**src/rtl/crx_pkg.sv**
```systemverilog
package crx_pkg;

    typedef enum logic [1:0] {
        OCC_EMPTY = 2'd0,
        OCC_LOW   = 2'd1,
        OCC_HIGH  = 2'd2,
        OCC_FULL  = 2'd3
    } occ_state_t;

    localparam int ST_FULL    = 0;
    localparam int ST_EMPTY   = 1;
    localparam int ST_HALF    = 2;
    localparam int ST_AVAIL   = 3;
    localparam int ST_OVERRUN = 4;
    localparam int ST_FIFO_N  = 5;

endpackage

```
**src/rtl/crx_store.sv**
```systemverilog
module crx_store #(
    parameter int WIDTH = 32,
    parameter int DEPTH = 16,
    localparam int AW   = $clog2(DEPTH)
) (
    input  logic             clk,
    input  logic             rst_n,
    input  logic             wr_go,
    input  logic [AW-1:0]    wptr,
    input  logic [WIDTH-1:0] wr_data,
    input  logic             rd_go,
    input  logic [AW-1:0]    rptr,
    output logic [WIDTH-1:0] rd_data
);

    logic [WIDTH-1:0] mem [DEPTH];
    logic [WIDTH-1:0] rd_q;

    always_ff @(posedge clk) begin
        if (wr_go) begin
            mem[wptr] <= wr_data;
        end
    end

    always_ff @(posedge clk or negedge rst_n) begin
        if (!rst_n) begin
            rd_q <= '0;
        end else if (rd_go) begin
            rd_q <= mem[rptr];
        end
    end

    assign rd_data = rd_q;


    idle_hold_chk: assert property (@(posedge clk) disable iff (!rst_n)
        !rd_go |=> $stable(rd_data));

endmodule

```
**src/rtl/crx_occ.sv**
```systemverilog
module crx_occ
    import crx_pkg::*;
#(
    parameter int DEPTH = 16,
    localparam int AW   = $clog2(DEPTH),
    localparam int CW   = $clog2(DEPTH + 1),
    localparam int HALF = DEPTH / 2
) (
    input  logic          clk,
    input  logic          rst_n,
    input  logic          wr_valid,
    input  logic          rd_en,
    output logic          wr_go,
    output logic          rd_go,
    output logic          ovr_evt,
    output logic [AW-1:0] wptr,
    output logic [AW-1:0] rptr,
    output logic [CW-1:0] cnt,
    output logic          full,
    output logic          empty,
    output logic          half
);

    occ_state_t    state_q, state_n;
    logic [CW-1:0] cnt_q, cnt_n;
    logic [AW-1:0] wptr_q, rptr_q;

    // Write is judged against the registered full state before the read frees space.
    always_comb begin
        ovr_evt = wr_valid && (state_q == OCC_FULL);
        wr_go   = wr_valid && (state_q != OCC_FULL);
        rd_go   = rd_en && (state_q != OCC_EMPTY);
    end

    always_comb begin
        cnt_n = cnt_q;
        if (wr_go && !rd_go) begin
            cnt_n = cnt_q + 1'b1;
        end else if (rd_go && !wr_go) begin
            cnt_n = cnt_q - 1'b1;
        end
    end

    always_comb begin
        state_n = state_q;
        unique case (state_q)
            OCC_EMPTY: begin
                if (wr_go) state_n = OCC_LOW;
            end
            OCC_LOW: begin
                if (cnt_n == '0)                  state_n = OCC_EMPTY;
                else if (cnt_n >= CW'(HALF))      state_n = OCC_HIGH;
            end
            OCC_HIGH: begin
                if (cnt_n == CW'(DEPTH))          state_n = OCC_FULL;
                else if (cnt_n < CW'(HALF))       state_n = OCC_LOW;
            end
            OCC_FULL: begin
                if (rd_go) state_n = OCC_HIGH;
            end
            default: state_n = OCC_EMPTY;
        endcase
    end

    always_ff @(posedge clk or negedge rst_n) begin
        if (!rst_n) begin
            state_q <= OCC_EMPTY;
        end else begin
            state_q <= state_n;
        end
    end

    always_ff @(posedge clk or negedge rst_n) begin
        if (!rst_n) begin
            cnt_q  <= '0;
            wptr_q <= '0;
            rptr_q <= '0;
        end else begin
            cnt_q <= cnt_n;
            if (wr_go) begin
                wptr_q <= (wptr_q == AW'(DEPTH - 1)) ? '0 : wptr_q + 1'b1;
            end
            if (rd_go) begin
                rptr_q <= (rptr_q == AW'(DEPTH - 1)) ? '0 : rptr_q + 1'b1;
            end
        end
    end

    always_comb begin
        full  = 1'b0;
        empty = 1'b0;
        half  = 1'b0;
        unique case (state_q)
            OCC_EMPTY: empty = 1'b1;
            OCC_LOW:   ;
            OCC_HIGH:  half = 1'b1;
            OCC_FULL: begin
                full = 1'b1;
                half = 1'b1;
            end
            default: empty = 1'b1;
        endcase
    end

    assign cnt  = cnt_q;
    assign wptr = wptr_q;
    assign rptr = rptr_q;


    no_overflow_chk: assert property (@(posedge clk) disable iff (!rst_n)
        cnt_q <= CW'(DEPTH));


    full_cnt_chk: assert property (@(posedge clk) disable iff (!rst_n)
        full == (cnt_q == CW'(DEPTH)));


    empty_cnt_chk: assert property (@(posedge clk) disable iff (!rst_n)
        empty == (cnt_q == '0));


    half_cnt_chk: assert property (@(posedge clk) disable iff (!rst_n)
        half == (cnt_q >= CW'(HALF)));


    drop_wptr_chk: assert property (@(posedge clk) disable iff (!rst_n)
        ovr_evt |=> $stable(wptr_q));


    full_rw_chk: assert property (@(posedge clk) disable iff (!rst_n)
        (full && wr_valid && rd_en) |=> (cnt_q == CW'(DEPTH - 1)));


    empty_rd_chk: assert property (@(posedge clk) disable iff (!rst_n)
        (empty && rd_en) |=> $stable(rptr_q));

endmodule

```
**src/rtl/crx_flag.sv**
```systemverilog
module crx_flag
    import crx_pkg::*;
#(
    parameter int  NEXT  = 2,
    localparam int NSTAT = ST_FIFO_N + NEXT
) (
    input  logic             clk,
    input  logic             rst_n,
    input  logic             ovr_evt,
    input  logic             clr_we,
    input  logic             clr_wdata,
    input  logic             mask_we,
    input  logic [NSTAT-1:0] mask_wdata,
    input  logic             full,
    input  logic             empty,
    input  logic             half,
    input  logic [NEXT-1:0]  ext_stat,
    output logic             avail,
    output logic             overrun,
    output logic             irq
);

    logic             ovr_q;
    logic [NSTAT-1:0] mask_q;
    logic [NSTAT-1:0] stat;
    logic             clr_hit;

    assign clr_hit = clr_we && clr_wdata;
    assign avail   = ~empty;

    // A new overrun takes priority over a clear on the same edge.
    always_ff @(posedge clk or negedge rst_n) begin
        if (!rst_n) begin
            ovr_q <= 1'b0;
        end else if (ovr_evt) begin
            ovr_q <= 1'b1;
        end else if (clr_hit) begin
            ovr_q <= 1'b0;
        end
    end

    always_ff @(posedge clk or negedge rst_n) begin
        if (!rst_n) begin
            mask_q <= '0;
        end else if (mask_we) begin
            mask_q <= mask_wdata;
        end
    end

    always_comb begin
        stat              = '0;
        stat[ST_FULL]     = full;
        stat[ST_EMPTY]    = empty;
        stat[ST_HALF]     = half;
        stat[ST_AVAIL]    = avail;
        stat[ST_OVERRUN]  = ovr_q;
        for (int i = 0; i < NEXT; i++) begin
            stat[ST_FIFO_N + i] = ext_stat[i];
        end
    end

    assign irq     = |(stat & mask_q);
    assign overrun = ovr_q;


    ovr_sticky_chk: assert property (@(posedge clk) disable iff (!rst_n)
        (ovr_q && !clr_hit) |=> ovr_q);


    ovr_wins_chk: assert property (@(posedge clk) disable iff (!rst_n)
        ovr_evt |=> ovr_q);


    avail_inv_chk: assert property (@(posedge clk) disable iff (!rst_n)
        $onehot({avail, empty}));


    mask_off_chk: assert property (@(posedge clk) disable iff (!rst_n)
        (mask_we && mask_wdata == '0) |=> !irq);

endmodule

```
**src/rtl/crx_fifo.sv**
```systemverilog
module crx_fifo
    import crx_pkg::*;
#(
    parameter int  WIDTH = 32,
    parameter int  DEPTH = 16,
    parameter int  NEXT  = 2,
    localparam int AW    = $clog2(DEPTH),
    localparam int CW    = $clog2(DEPTH + 1),
    localparam int NSTAT = ST_FIFO_N + NEXT
) (
    input  logic             clk,
    input  logic             rst_n,
    input  logic             wr_valid,
    input  logic [WIDTH-1:0] wr_data,
    input  logic             rd_en,
    output logic [WIDTH-1:0] rd_data,
    output logic [CW-1:0]    cnt,
    output logic             full,
    output logic             empty,
    output logic             half,
    output logic             avail,
    output logic             overrun,
    output logic             dma_req,
    input  logic             clr_we,
    input  logic             clr_wdata,
    input  logic             mask_we,
    input  logic [NSTAT-1:0] mask_wdata,
    input  logic [NEXT-1:0]  ext_stat,
    output logic             irq
);

    logic          wr_go, rd_go, ovr_evt;
    logic [AW-1:0] wptr, rptr;

    crx_occ #(.DEPTH(DEPTH)) u_occ (
        .clk      (clk),
        .rst_n    (rst_n),
        .wr_valid (wr_valid),
        .rd_en    (rd_en),
        .wr_go    (wr_go),
        .rd_go    (rd_go),
        .ovr_evt  (ovr_evt),
        .wptr     (wptr),
        .rptr     (rptr),
        .cnt      (cnt),
        .full     (full),
        .empty    (empty),
        .half     (half)
    );

    crx_store #(.WIDTH(WIDTH), .DEPTH(DEPTH)) u_store (
        .clk     (clk),
        .rst_n   (rst_n),
        .wr_go   (wr_go),
        .wptr    (wptr),
        .wr_data (wr_data),
        .rd_go   (rd_go),
        .rptr    (rptr),
        .rd_data (rd_data)
    );

    crx_flag #(.NEXT(NEXT)) u_flag (
        .clk        (clk),
        .rst_n      (rst_n),
        .ovr_evt    (ovr_evt),
        .clr_we     (clr_we),
        .clr_wdata  (clr_wdata),
        .mask_we    (mask_we),
        .mask_wdata (mask_wdata),
        .full       (full),
        .empty      (empty),
        .half       (half),
        .ext_stat   (ext_stat),
        .avail      (avail),
        .overrun    (overrun),
        .irq        (irq)
    );

    assign dma_req = half;


    dma_half_chk: assert property (@(posedge clk) disable iff (!rst_n)
        dma_req == (cnt >= CW'(DEPTH / 2)));

endmodule

```
**config.mk**
```make
export PLATFORM = sky130hd
export DESIGN_NAME = crx_fifo
export DESIGN_NICKNAME = d
export VERILOG_FILES = /design/src/rtl/crx_pkg.sv /design/src/rtl/crx_store.sv /design/src/rtl/crx_occ.sv /design/src/rtl/crx_flag.sv /design/src/rtl/crx_fifo.sv
export SDC_FILE = /design/constraint.sdc
export NUM_CORES = 1
export LEC_CHECK = 0
export ABC_AREA = 1
export BUFFER_PORTS_ARGS = -buffer_cell sky130_fd_sc_hd__buf_2
export CAP_MARGIN = 20
export CORE_MARGIN = 2
export CORE_UTILIZATION = 55
export CTS_CLUSTER_DIAMETER = 150
export DETAILED_ROUTE_END_ITERATION = 6
export GPL_ROUTABILITY_DRIVEN = 0
export GPL_TIMING_DRIVEN = 0
export PLACE_DENSITY = 0.76
export SKIP_LAST_GASP = 1
export SYNTH_ARGS = -nofsm -noshare
export SYNTH_HDL_FRONTEND = slang
export SYNTH_HIERARCHICAL = 1
export SYNTH_SLANG_ARGS = --single-unit
```
**constraint.sdc**
```tcl
create_clock -name clk -period 6.7 [get_ports clk]
set_input_delay 0.67 -clock clk [delete_from_list [all_inputs] [get_ports clk]]
set_output_delay 0.67 -clock clk [all_outputs]
set_load 0.1 [all_outputs]
```
==> impl_metrics.json <==
{
  "p_per_area_mw_per_mm2": 482,
  "peakVddDrop_v": 0.000394,
  "yosys-top-cells-count": "843 x nand2_1, 512 x edfxtp_1, 399 x nand3_1",
  "hold_ws_ns": 0.166,
  "yosys_warnings": 6,
  "postSynthAreaPerCell_um2": 11.4,
  "wirelength_mm": 63.1,
  "crit_type": "register to output port",
  "cts_setup_buffers": 0,
  "clk-insertion-delay-late_ns": 0.62,
  "clock_sinks": 567,
  "grt_max_degree": 56,
  "fin_skew_ns": 0.0276,
  "routed-wl-met2_mm": 29.8,
  "initial_core_util": 0.556,
  "syn_nets": 2095,
  "cts_root_buf": "clkbuf_16",
  "wl_per_cell_um": 22.6,
  "die-area_mm2": 0.0440,
  "grt_pass1_wl_mm": 94.3,
  "multi_input_area_mm2": 0.00573,
  "placed_cell_area_mm2": 0.0249,
  "yosys-top-cells-area": "edfxtp_1 66%, nand2_1 14%, nand3_1 8.6%, dfrtp_1 5.9%, buf_6 1.3%",
  "worst-slew-pin-transition_ns": 1.18,
  "final_nets": 2259,
  "synthCells": 2043,
  "wl_met1_mm": 23.6,
  "drv_cap": 0,
  "critPathMaxFanout": 7,
  "rows": 75,
  "yosys.area.top_type": "edfxtp_1",
  "synth_edf_count": 512,
  "cts_tree": "yes",
  "die_h_um": 210,
  "synth.most_common_cell": "nand2_1",
  "area.sequential_mm2": 0.0168,
  "syn_to_final_growth_pct": 14.8,
  "die_w_um": 210,
  "highest_layer": "met4",
  "final_core_util": 0.638,
  "wl_met3_mm": 7.04,
  "hp-class": "input port to async pin",
  "switching_power_mw": 5.47,
  "ant_nets": 0,
  "io_buffers": 91,
  "drtIter0Drc": 2234,
  "final_area_mm2": 0.0267,
  "fmax_mhz": 363,
  "synth_top_family_by_area": "simple AND/OR/NAND/NOR gates",
  "slew_viol_final": 0,
  "synth.top_cell.area_share": 0.661,
  "synth_ff_type": "edfxtp_1",
  "internal_power_mw": 7.41,
  "seqPwrFrac": 0.348,
  "track_usage": 0.288,
  "critPathArrivalTime_ns": 2.08,
  "setup_tns_ns": 0,
  "drive_above_1_share": 0.138,
  "grt_pass1_vias": 16100,
  "via_per_inst": 5.95,
  "path_clk_slew_ns": 0.06,
  "synth-compound-area-share": 0.00473,
  "yosys.area_share.simple": 0.233,
  "grt-ovfl-total": 0,
  "worstPathRequired_ns": 6.03,
  "htree_levels": 2,
  "drtPass1Iterations": 6,
  "drc_errors": 0,
  "pwr-share-clk": 0.238,
  "setup_violations": 0,
  "hold_viol": 0,
  "period_share": 0.411,
  "syn_area_mm2": 0.0233,
  "rsz0062_at_grt": "false",
  "start_kind": "register",
  "switching_share": 0.425,
  "antenna_found_initial": 0,
  "p_leak_nw": 10.5,
  "ctsResizeCount": 0,
  "synth_async_sr_flop_share": 0.0970,
  "ios": 92,
  "fin_crit_ns": 2.75,
  "fill_cells": 3088,
  "clk_path_buf_depth": 3,
  "routed-via-count": 16600,
  "synth_cell_types": 31,
  "design.core.area_mm2": 0.0419,
  "relSlewSlack": 0.216,
  "synth-seq-cells": 567,
  "synthMuxAreaShare": 0,
  "end_kind": "output port",
  "yosysSeqAreaShare": 0.720,
  "dp_hpwl_mm": 39.9,
  "cts_hold_buf": 0,
  "synth-xor-area-share": 0.00113,
  "synth_fa_ha_area_frac": 0.00215,
  "comb_power_share": 0.414,
  "cts_buffers": 55,
  "status": "finished clean"
}
power by group through the flow:
stage,Combinational [mW],Clock [mW],Sequential (mW)
floorplan,2.83,0,5.29
global placement,4.95,0,4.56
detailed placement,5.20,0,4.55
CTS,5.24,3.10,4.48
global route,5.70,3.23,4.52
finish,5.34,3.06,4.48
stage by stage:
stage	std cells	power [mW]	worst slack [ns]
finish	2794	12.9	3.95
CTS	2793	12.8	3.89
detailed placement	2689	9.74	3.80
global placement	2673	9.51	1.92
global route	2793	13.4	3.77
floorplan	2043	8.12	2.27
area by class of cell:
cell class / instances / share of cell area
well taps: 539 / 0.0252
clock buffers: 83 / 0.0615
diodes: 1 / 0.0000937
flip-flops and latches: 567 / 0.627
clock inverters: 21 / 0.00642
plain buffers: 116 / 0.0285
repair buffers: 107 / 0.0311
inverters: 39 / 0.00557
multi-input cells: 1321 / 0.215
per-layer routing:
metal  up-vias  GRT usage
met2      1076      0.461
met3       202     0.0603
li1       7346          -
met4         0      0.125
met1      8012      0.388
met5         -          0
state kept, by name, indices dropped and copies added, names as in the netlist:
name             flops
u_occ/cnt            5
u_flag/overrun       1
u_occ/rptr           4
u_flag/mask_q        7
u_store/mem        512
u_occ/state_q        2
u_occ/wptr           4
u_store/rd_data     32
worst max-delay path, cell delays in order, from the launching register on:
cell	delay [ns]
dfrtp_1	0.46
nor2_1	0.37
nand2_1	0.09
inv_1	0.07
nor2_1	0.04
nand2_1	0.04
buf_2	0.41
logic make-up (layout without fill, tap and decap cells):
kind of cell             count (synthesis)  in the layout
AND/OR/NAND/NOR                       1296           1296
flip-flops                             567            567
buffers and inverters                  155            366
AO/OA/AOI/OAI                           18             18
adder cells (fa/ha/maj)                  4              4
XOR/XNOR                                 3              3
other                                    0              1
path summary, 6_finish.rpt:
path	startpoint	end	slack (ns)	cells after the start
worst max-delay path	u_occ/state_q[0]	irq	3.95	6
worst min-delay path	rst_n	u_store/rd_data[23]	0.17	1
worst max register to register	u_occ/state_q[0]	u_store/mem[8][14]	4.09	4
worst min register to register	u_store/rd_data[28]	u_store/rd_data[28]	0.47	2
max in group asynchronous	rst_n	u_store/rd_data[2]	5.95	1
min in group clk	mask_wdata[4]	u_flag/mask_q[4]	0.28	3
cells in the final DEF (no fill, tap or decap), types with 7 or more instances in the layout:
master / instances
buf_16: 7
buf_1: 12
buf_6: 27
buf_2: 128
nand2_1: 843
dfrtp_1: 55
buf_12: 9
clkbuf_16: 56
inv_1: 37
nor2_4: 18
clkbuf_1: 34
clkinv_2: 14
buf_4: 18
nand3_1: 399
edfxtp_1: 512
nor2_1: 18
clkbuf_8: 14
(Power assumes the default switching activity.)
